--- src/rtl/bist_pkg.sv ---
package bist_pkg;

    localparam int NUM_HALVES = 2;
    localparam int SIG_W      = 16;
    localparam logic [SIG_W-1:0] SIG_POLY = 16'h1021;

    localparam logic [15:0] ROM_MUL [NUM_HALVES] = '{16'h2F1B, 16'h6D4F};
    localparam logic [15:0] ROM_XOR [NUM_HALVES] = '{16'hA5C3, 16'h3C96};

    typedef enum logic [1:0] {
        ST_IDLE     = 2'd0,
        ST_COMPRESS = 2'd1,
        ST_READOUT  = 2'd2,
        ST_DONE     = 2'd3
    } bist_state_e;

endpackage

--- src/rtl/rom_half.sv ---
module rom_half #(
    parameter int          ADDR_W = 4,
    parameter int          DATA_W = 16,
    parameter logic [15:0] MUL    = 16'h0001,
    parameter logic [15:0] XMASK  = 16'h0000
) (
    input  logic [ADDR_W-1:0] addr,
    output logic [DATA_W-1:0] data
);
    logic [DATA_W-1:0] ext;
    logic [DATA_W-1:0] prod;

    always_comb begin
        ext  = DATA_W'(addr);
        prod = ext * DATA_W'(MUL);
        data = prod ^ DATA_W'(XMASK);
    end
endmodule

--- src/rtl/addr_seq.sv ---
module addr_seq #(
    parameter int ADDR_W = 4,
    parameter int DATA_W = 16
) (
    input  logic              clk,
    input  logic              rst_n,
    input  logic              clear,
    input  logic              step,
    output logic [ADDR_W-1:0] test_addr,
    output logic [$clog2(DATA_W)-1:0] bit_idx,
    output logic              last
);
    localparam int BIT_W = $clog2(DATA_W);

    typedef struct packed {
        logic [ADDR_W-1:0] cnt;
        logic              phase;
        logic [BIT_W-1:0]  bidx;
    } seq_t;

    seq_t seq_d, seq_q;

    always_comb begin
        seq_d = seq_q;
        if (clear) begin
            seq_d.cnt   = '0;
            seq_d.phase = 1'b0;
            seq_d.bidx  = BIT_W'(DATA_W - 1);
        end else if (step) begin
            if (seq_q.bidx == '0) begin
                seq_d.bidx = BIT_W'(DATA_W - 1);
                if (seq_q.phase) begin
                    seq_d.phase = 1'b0;
                    seq_d.cnt   = seq_q.cnt + 1'b1;
                end else begin
                    seq_d.phase = 1'b1;
                end
            end else begin
                seq_d.bidx = seq_q.bidx - 1'b1;
            end
        end
    end

    always_ff @(posedge clk or negedge rst_n) begin
        if (!rst_n) begin
            seq_q <= '{cnt: '0, phase: 1'b0, bidx: BIT_W'(DATA_W - 1)};
        end else begin
            seq_q <= seq_d;
        end
    end

    assign test_addr = seq_q.phase ? ~seq_q.cnt : seq_q.cnt;
    assign bit_idx   = seq_q.bidx;
    assign last      = (seq_q.cnt == '1) && seq_q.phase && (seq_q.bidx == '0);

    // a finished true word is followed by its complement
    p_pingpong_r3: assert property (@(posedge clk) disable iff (!rst_n)
        (step && !clear && !seq_q.phase && seq_q.bidx == '0)
        |=> (test_addr == ~$past(test_addr)));

    // a finished complement word advances the counter by one
    p_advance_r3: assert property (@(posedge clk) disable iff (!rst_n)
        (step && !clear && seq_q.phase && seq_q.bidx == '0 && !last)
        |=> (seq_q.cnt == $past(seq_q.cnt) + 1'b1) && !seq_q.phase);

    // each word is held while its bits are consumed
    p_word_hold_r3: assert property (@(posedge clk) disable iff (!rst_n)
        (step && !clear && seq_q.bidx != '0) |=> $stable(test_addr));
endmodule

--- src/rtl/sig_reg.sv ---
module sig_reg #(
    parameter int             SIG_W = 16,
    parameter logic [SIG_W-1:0] POLY = 16'h1021
) (
    input  logic clk,
    input  logic rst_n,
    input  logic seed,
    input  logic step,
    input  logic shift,
    input  logic din,
    input  logic shin,
    output logic quot,
    output logic msb
);
    typedef struct packed {
        logic [SIG_W-1:0] sig;
    } sr_t;

    sr_t sr_d, sr_q;

    assign quot = sr_q.sig[SIG_W-1] ^ din;
    assign msb  = sr_q.sig[SIG_W-1];

    always_comb begin
        sr_d = sr_q;
        if (seed) begin
            sr_d.sig = '1;
        end else if (step) begin
            sr_d.sig = {sr_q.sig[SIG_W-2:0], 1'b0} ^ (quot ? POLY : '0);
        end else if (shift) begin
            sr_d.sig = {sr_q.sig[SIG_W-2:0], shin};
        end
    end

    always_ff @(posedge clk or negedge rst_n) begin
        if (!rst_n) begin
            sr_q <= '{sig: '1};
        end else begin
            sr_q <= sr_d;
        end
    end

    // a start seeds the register with all ones
    p_seed_r4: assert property (@(posedge clk) disable iff (!rst_n)
        seed |=> (sr_q.sig == '1));

    // with no command the signature is retained
    p_hold_r9: assert property (@(posedge clk) disable iff (!rst_n)
        (!seed && !step && !shift) |=> $stable(sr_q.sig));
endmodule

--- src/rtl/ping_pong_rom_bist.sv ---
module ping_pong_rom_bist #(
    parameter int ADDR_W = 4,
    parameter int DATA_W = 16
) (
    input  logic              clk,
    input  logic              rst_n,
    input  logic              start,
    input  logic [1:0]        out_sel,
    input  logic [ADDR_W-1:0] func_addr,
    output logic [ADDR_W-1:0] rom_addr,
    output logic [15:0]       rom0_data,
    output logic [15:0]       rom1_data,
    output logic              test_out,
    output logic              done
);
    import bist_pkg::*;

    localparam int BIT_W  = $clog2(DATA_W);
    localparam int RD_LEN = NUM_HALVES * SIG_W;
    localparam int RD_W   = $clog2(RD_LEN);

    typedef struct packed {
        bist_state_e     st;
        logic [RD_W-1:0] rd;
    } ctl_t;

    ctl_t ctl_d, ctl_q;

    logic              seq_clear, seq_step, sig_shift, seq_last;
    logic [ADDR_W-1:0] test_addr;
    logic [BIT_W-1:0]  bit_idx;
    logic              active;

    logic [DATA_W-1:0] word  [NUM_HALVES];
    logic              quot  [NUM_HALVES];
    logic              smsb  [NUM_HALVES];

    // control sequencing
    always_comb begin
        ctl_d     = ctl_q;
        seq_clear = 1'b0;
        seq_step  = 1'b0;
        sig_shift = 1'b0;
        unique case (ctl_q.st)
            ST_IDLE, ST_DONE: begin
                if (start) begin
                    ctl_d.st  = ST_COMPRESS;
                    ctl_d.rd  = '0;
                    seq_clear = 1'b1;
                end
            end
            ST_COMPRESS: begin
                seq_step = 1'b1;
                if (seq_last) begin
                    ctl_d.st = ST_READOUT;
                    ctl_d.rd = '0;
                end
            end
            ST_READOUT: begin
                sig_shift = 1'b1;
                ctl_d.rd  = ctl_q.rd + 1'b1;
                if (ctl_q.rd == RD_W'(RD_LEN - 1)) begin
                    ctl_d.st = ST_DONE;
                end
            end
            default: ctl_d.st = ST_IDLE;
        endcase
    end

    always_ff @(posedge clk or negedge rst_n) begin
        if (!rst_n) begin
            ctl_q <= '{st: ST_IDLE, rd: '0};
        end else begin
            ctl_q <= ctl_d;
        end
    end

    // command register: test address source
    addr_seq #(.ADDR_W(ADDR_W), .DATA_W(DATA_W)) u_seq (
        .clk       (clk),
        .rst_n     (rst_n),
        .clear     (seq_clear),
        .step      (seq_step),
        .test_addr (test_addr),
        .bit_idx   (bit_idx),
        .last      (seq_last)
    );

    assign active   = (ctl_q.st == ST_COMPRESS);
    assign rom_addr = active ? test_addr : func_addr;

    // one ROM half and one signature register per physical section
    for (genvar g = 0; g < NUM_HALVES; g++) begin : g_half
        logic shin;

        rom_half #(
            .ADDR_W (ADDR_W),
            .DATA_W (DATA_W),
            .MUL    (ROM_MUL[g]),
            .XMASK  (ROM_XOR[g])
        ) u_rom (
            .addr (rom_addr),
            .data (word[g])
        );

        if (g == NUM_HALVES - 1) begin : g_tail
            assign shin = 1'b0;
        end else begin : g_chain
            assign shin = smsb[g+1];
        end

        sig_reg #(.SIG_W(SIG_W), .POLY(SIG_POLY)) u_sig (
            .clk   (clk),
            .rst_n (rst_n),
            .seed  (seq_clear),
            .step  (seq_step),
            .shift (sig_shift),
            .din   (word[g][bit_idx]),
            .shin  (shin),
            .quot  (quot[g]),
            .msb   (smsb[g])
        );
    end

    assign rom0_data = 16'(word[0]);
    assign rom1_data = 16'(word[1]);

    // test pin source selection
    always_comb begin
        test_out = 1'b0;
        if (out_sel[1]) begin
            test_out = (ctl_q.st == ST_READOUT) && smsb[0];
        end else if (active) begin
            test_out = out_sel[0] ? quot[1] : quot[0];
        end
    end

    assign done = (ctl_q.st == ST_DONE);

    // done holds until a new start
    p_done_hold_r9: assert property (@(posedge clk) disable iff (!rst_n)
        (done && !start) |=> done);

    // a start from done clears the flag
    p_done_clear_r9: assert property (@(posedge clk) disable iff (!rst_n)
        (done && start) |=> !done);

    // pin is quiet while no test stream is running
    p_quiet_r7: assert property (@(posedge clk) disable iff (!rst_n)
        (ctl_q.st == ST_IDLE || ctl_q.st == ST_DONE) |-> !test_out);

    // compress continues regardless of start
    p_busy_ignore_r8: assert property (@(posedge clk) disable iff (!rst_n)
        (ctl_q.st == ST_COMPRESS && !seq_last) |=> (ctl_q.st == ST_COMPRESS));

    // readout runs its full length
    p_rd_len_r6: assert property (@(posedge clk) disable iff (!rst_n)
        (ctl_q.st == ST_READOUT && ctl_q.rd != RD_W'(RD_LEN - 1))
        |=> (ctl_q.st == ST_READOUT));

    // outside test the ROM sees the functional address
    p_func_addr_r2: assert property (@(posedge clk) disable iff (!rst_n)
        (ctl_q.st != ST_COMPRESS) |-> (rom_addr == func_addr));
endmodule

--- config.mk ---
export PLATFORM = sky130hd
export DESIGN_NAME = ping_pong_rom_bist
export DESIGN_NICKNAME = d
export VERILOG_FILES = /design/src/rtl/bist_pkg.sv /design/src/rtl/rom_half.sv /design/src/rtl/addr_seq.sv /design/src/rtl/sig_reg.sv /design/src/rtl/ping_pong_rom_bist.sv
export SDC_FILE = /design/constraint.sdc
export NUM_CORES = 1
export LEC_CHECK = 0
export BUFFER_PORTS_ARGS = -buffer_cell sky130_fd_sc_hd__clkbuf_2
export CAP_MARGIN = 15
export CORE_MARGIN = 2
export CORE_UTILIZATION = 55
export DETAILED_ROUTE_END_ITERATION = 8
export GPL_TIMING_DRIVEN = 0
export PLACE_DENSITY = 0.86
export SLEW_MARGIN = 25
export SYNTH_ARGS = -nofsm -noshare
export SYNTH_HDL_FRONTEND = slang
export SYNTH_HIERARCHICAL = 1
export SYNTH_SLANG_ARGS = --single-unit
--- constraint.sdc ---
create_clock -name clk -period 9.83 [get_ports clk]
set_clock_uncertainty 0.05 [all_clocks]
set_input_delay 1.4745 -clock clk [delete_from_list [all_inputs] [get_ports clk]]
set_output_delay 1.4745 -clock clk [all_outputs]
set_load 0.01 [all_outputs]
Word level (Yosys, flattened, before mapping) --
Index checks and enable logic that the tools add are counted.
Storage, ports and cells: register bits after elaboration 48, bits of input ports 9, word-level logic and storage cells 73
Cells by class: add/sub/neg operators 3, $mul 2, magnitude comparators 1, equal/unequal tests 8, muxes and demuxes 31, bitwise gates (word level) 7, reductions and logical operators 14
Operators with widths (count):
- 16-bit two-way mux | 6
- 16-bit XOR | 2
- 13-bit two-way mux | 2
- 7-bit one-hot mux with 3 select lines | 1
- 9-bit two-way mux | 2
- 4-bit by 14-bit multiplier with 16-bit output (second input constant) | 1
- 4-bit by 15-bit multiplier with 16-bit output (second input constant) | 1
- 4-bit two-way mux | 4
- 8-bit NOT | 2
- 7-bit two-way mux | 2
- 1-bit two-way mux | 10
- 1-bit binary-select mux with 4-bit select | 2
- 2-bit inequality test (second input constant) | 3
- 3-bit AND reduction | 2
- 2-bit nonzero test | 3
- 5-bit by 1-bit adder with 5-bit output (second input constant) | 1
- 5-bit == test (second input constant) | 1
- 4-bit by 5-bit < comparator with 1-bit output (second input constant) | 1
- 5-bit two-way mux | 1
- 4-bit by 1-bit adder with 4-bit output (second input constant) | 1
- 2-bit == test (second input constant) | 2
- 4-bit == test (second input constant) | 1
- 4-bit zero test | 1
- 4-bit NOT | 1
- other kinds (9) | 13

Logic depth before layout (Yosys ltp) --
depth after elaboration 12, gate-level depth with buffers 21, depth with buffers taken out 21

Modules after synthesis --
Netlist, hierarchy kept.
By module, submodules not included:
- sig_reg | times used 2, cells each 77, area each 847.1 um^2, sequential area each 420.4 um^2
- rom_half at g_half[1].u_rom | times used 1, cells each 100, area each 852.1 um^2, sequential area each 0.0 um^2
- rom_half at g_half[0].u_rom | times used 1, cells each 104, area each 847.1 um^2, sequential area each 0.0 um^2
- ping_pong_rom_bist | times used 1, cells each 71, area each 773.2 um^2, sequential area each 175.2 um^2
- addr_seq | times used 1, cells each 58, area each 579.3 um^2, sequential area each 230.2 um^2

Worst setup path after synthesis --
OpenSTA, ideal clock, no wires.
path kind input-to-output, start point input port func_addr[1], end point output port test_out, data arrival time 5.903 ns, path slack 2.402 ns, cell stages on the path 18, path buffers 0, cell sequence mux2_2 > fa_1 > inv_1 > fa_1 > inv_1 > fa_1 > a21oi_1 > o211ai_1 > a41oi_1 > o21bai_1 > xnor2_1 > mux4_1 > nand3_1 > nand3_1 > xor2_1 > mux2_2 > nand2_1 > o21ai_0
RTL lines:
- from (decl) | RTL line ping_pong_rom_bist.sv:9 | input logic [ADDR_W-1:0] func_addr,
- to (decl) | RTL line ping_pong_rom_bist.sv:13 | output logic test_out,

==> metrics.md <==
| Metric | Value |
|---|---|
| DR pass1 iterations | `4` |
| CTS Hold Bufs | `0` |
| Setup repair bufs after CTS | `0` |
| Core ar. | `0.00830 sq mm` |
| Crit path time final | `8110 ps` |
| Element type at the critical path start | `primary input` |
| Largest net degree at the start of global routing | `49` |
| Vias per Instance | `5.92` |
| Design Area, Final | `0.00519 sq mm` |
| # diodes | `0` |
| CP required | `8310 ps` |
| Congestion Overflow GR | `0` |
| Top Ports | `47` |
| DP Cell Count | `638` |
| Maximum cell stage delay along the critical path | `620 ps` |
| Ratio of cells with drive above 1 in the final layout | `32.6%` |
| Setup TNS Final | `0 ps` |
| Netlist cell types | `71` |
| Post-synthesis register bit count | `48` |
| Most common cell after layout, fill and taps aside | `ha_1` |
| H-tree depth | `2` |
| Dpl hpwl | `7.86 mm` |
| Slew headroom | `58.1%` |
| Die W | `96.9 um` |
| Max Slew Vio Count | `0` |
| CP delay by family, top | `adder cells` |
| Initial Util | `57.2%` |
| Primary FF master, synth | `dfstp_2` |
| DP Area | `0.00511 sq mm` |
| Worst setup EP type | `output port` |
| Via count | `3,821` |
| GPL Wtd Cong | `0.879` |
| GR Util All Layers | `21.6%` |
| Top fanout value on the critical path | `13` |
| CTS sink count | `48` |
| Cell area after synthesis | `0.00475 sq mm` |
| Max-Cap Viols | `0` |
| Critical path class | `primary input to output port` |
| Initial antenna violation count | `0` |
| Post-route ant nets | `0` |
| DR WL/cell | `15.7 um` |
| Layout area overhead | `9.31%` |
| DIE HEIGHT | `96.9 um` |
| TritonCTS buffer count | `5` |
| Async SR Flop Fraction | `100%` |
| Post-synth EDFFs | `0` |
| Hold crit path type | `flop to flop` |
| Synthesis Warnings | `6` |
| Most frequent cells in the layout | `ha_1 (54), nor2_1 (47), clkbuf_2 (45)` |
| CTS tree | `built` |
| Fin crit share | `82.5%` |
| Clock transition at path regs | `80 ps` |
| Row count | `33` |
| Worst-margin pin slew | `629 ps` |
| Final wirelength | `10.1 mm` |
| Post-synthesis sequential area ratio | `26.3%` |
| FMAX | `123 MHz` |
| Layout Nets | `613` |
| CP max stage cell | `fa_1` |
| RSZ-0062 raised after global routing | `false` |
| Synthesized Nets | `560` |
| Non-Filler Instances | `645` |
| Max Root-Sink Buffers | `2` |
| Later-pin clock latency in the skew report | `300 ps` |
| Worst path bufs/invs | `4` |
| CP cell instances | `clkbuf_2 -> mux2_2 -> fa_1 -> inv_1 -> fa_1 -> inv_1 -> fa_1 -> a21oi_1 -> o211ai_1 -> a41oi_1 -> o21bai_1 -> xnor2_1 -> mux4_1 -> nand3_1 -> nand3_1 -> xor2_1 -> mux2_2 -> nand2_1 -> o21ai_0 -> clkbuf_2` |
| Synthesized netlist cell count | `487` |
| Total Die Area | `0.00939 sq mm` |
| DRC Markers | `0` |
| Hold Vio Cnt, Final | `0` |
| Root buf cell | `clkbuf_8` |
| Global-route wire length before repair | `17.2 mm` |
| WP data arrival | `6580 ps` |
| Fillers | `654` |
| PostCTS Resize Cnt | `0` |
| Status | `complete, no violations` |
| Mean Syn Cell Area | `9.74 sq um` |
| IO Port Bufs | `46` |
| CP most frequent cell | `fa_1` |
| Vias in the first global route | `3,712` |
| Setup Viol. Count Final | `0` |
| Drt first-iter violations | `240` |
## registers in the layout (all words and copies together), names as in the netlist
register           flops
u_seq/seq_q            5
g_half.u_sig/sr_q     32
ctl_q                  7
u_seq/bit_idx          4
## worst paths after layout
kind / endpoint / slack (ps) / depth (start not counted) / startpoint
worst max-delay path: test_out / 1720 / 20 / func_addr[1]
min in group asynchronous: ctl_q[4]$_DFFE_PN0P_ / 1160 / 1 / rst_n
worst min-delay path: g_half[0].u_sig/sr_q[1]$_DFFE_PN1P_ / 460 / 2 / g_half[0].u_sig/sr_q[1]$_DFFE_PN1P_
worst max register to register: g_half[1].u_sig/sr_q[12]$_DFFE_PN1P_ / 3730 / 19 / ctl_q[6]$_DFFE_PN0P_
worst min register to register: g_half[0].u_sig/sr_q[1]$_DFFE_PN1P_ / 460 / 2 / g_half[0].u_sig/sr_q[1]$_DFFE_PN1P_
max in group asynchronous: u_seq/seq_q[6]$_DFFE_PN0P_ / 8160 / 1 / rst_n
## worst reg2reg max path: cells and delay by family, from the launching register on
family                     cells  cell delay [ps]
AOI/OAI and AO/OA              5             1160
xor gates and xnor gates       2              590
adders and majority gates      4             2150
buffers and inverters          3              240
DFF                            1              410
muxes                          2             1110
and+or+nand+nor                3              320
## cells in the mapped netlist, types with 6 or more instances
cell / instances / area (sq um)
ha_1: 54 / 676
nor2_1: 47 / 176
dfstp_2: 36 / 946
inv_1: 30 / 113
a21oi_2: 24 / 210
nand2_1: 20 / 75.1
a21oi_1: 19 / 95.1
xor2_1: 18 / 158
o21ai_0: 16 / 80.1
xnor2_1: 16 / 140
nand3_1: 15 / 75.1
nor2_2: 14 / 87.6
nor3_1: 13 / 65.1
dfrtp_1: 12 / 300
fa_1: 10 / 200
nand2b_1: 9 / 56.3
buf_4: 7 / 52.6
mux2_2: 7 / 78.8
nor2b_1: 7 / 43.8
buf_6: 6 / 67.6
## layer usage
metal  part of all wire, %  track usage, %  up-vias
met5                     0               0        -
met4                   1.9            8.02        0
met3                   4.9            3.11       16
met2                    50            37.2      103
met1                    43            27.6     1862
li1                      -               -     1840
## cells by family (layout without fill, tap and decap cells)
kind of cell    Yosys count  in the layout  share of synthesized area, %
compound gates          106            106                          16.2
xor+xnor                 35             35                          6.62
fa+ha+maj                64             64                          18.5
buf+inv                  51            104                          6.91
flops                    48             48                          26.3
mux                      20             20                          6.93
other cells               1              1                        0.0790
simple gates            162            162                          18.6
## metrics by stage
step                      setup slack, ps  utilization (%)  hold WS [ps]
final                                1720             62.5           462
after global routing                 1320             62.5           481
after CTS                            1760             62.5           464
after detailed placement             1770             61.6           447
after global placement               1870             61.5           441
after floorplan                      2400                -           423
## cell type report
type                            count  area (sq um)  area share (%)
Multi-Input combinational cell    388          3170            61.1
Inverter                           30           113            2.17
Sequential cell                    48          1250            24.0
Clock buffer                        6          72.6            1.40
Buffer                             21           215            4.15
Clock inverter                      1          5.00          0.0965
Tap cell                          105           131            2.53
Timing Repair Buffer               46           233            4.49
Power is not shown: default switching activity piles up to over one toggle a cycle in this logic, so the estimate is an artifact.
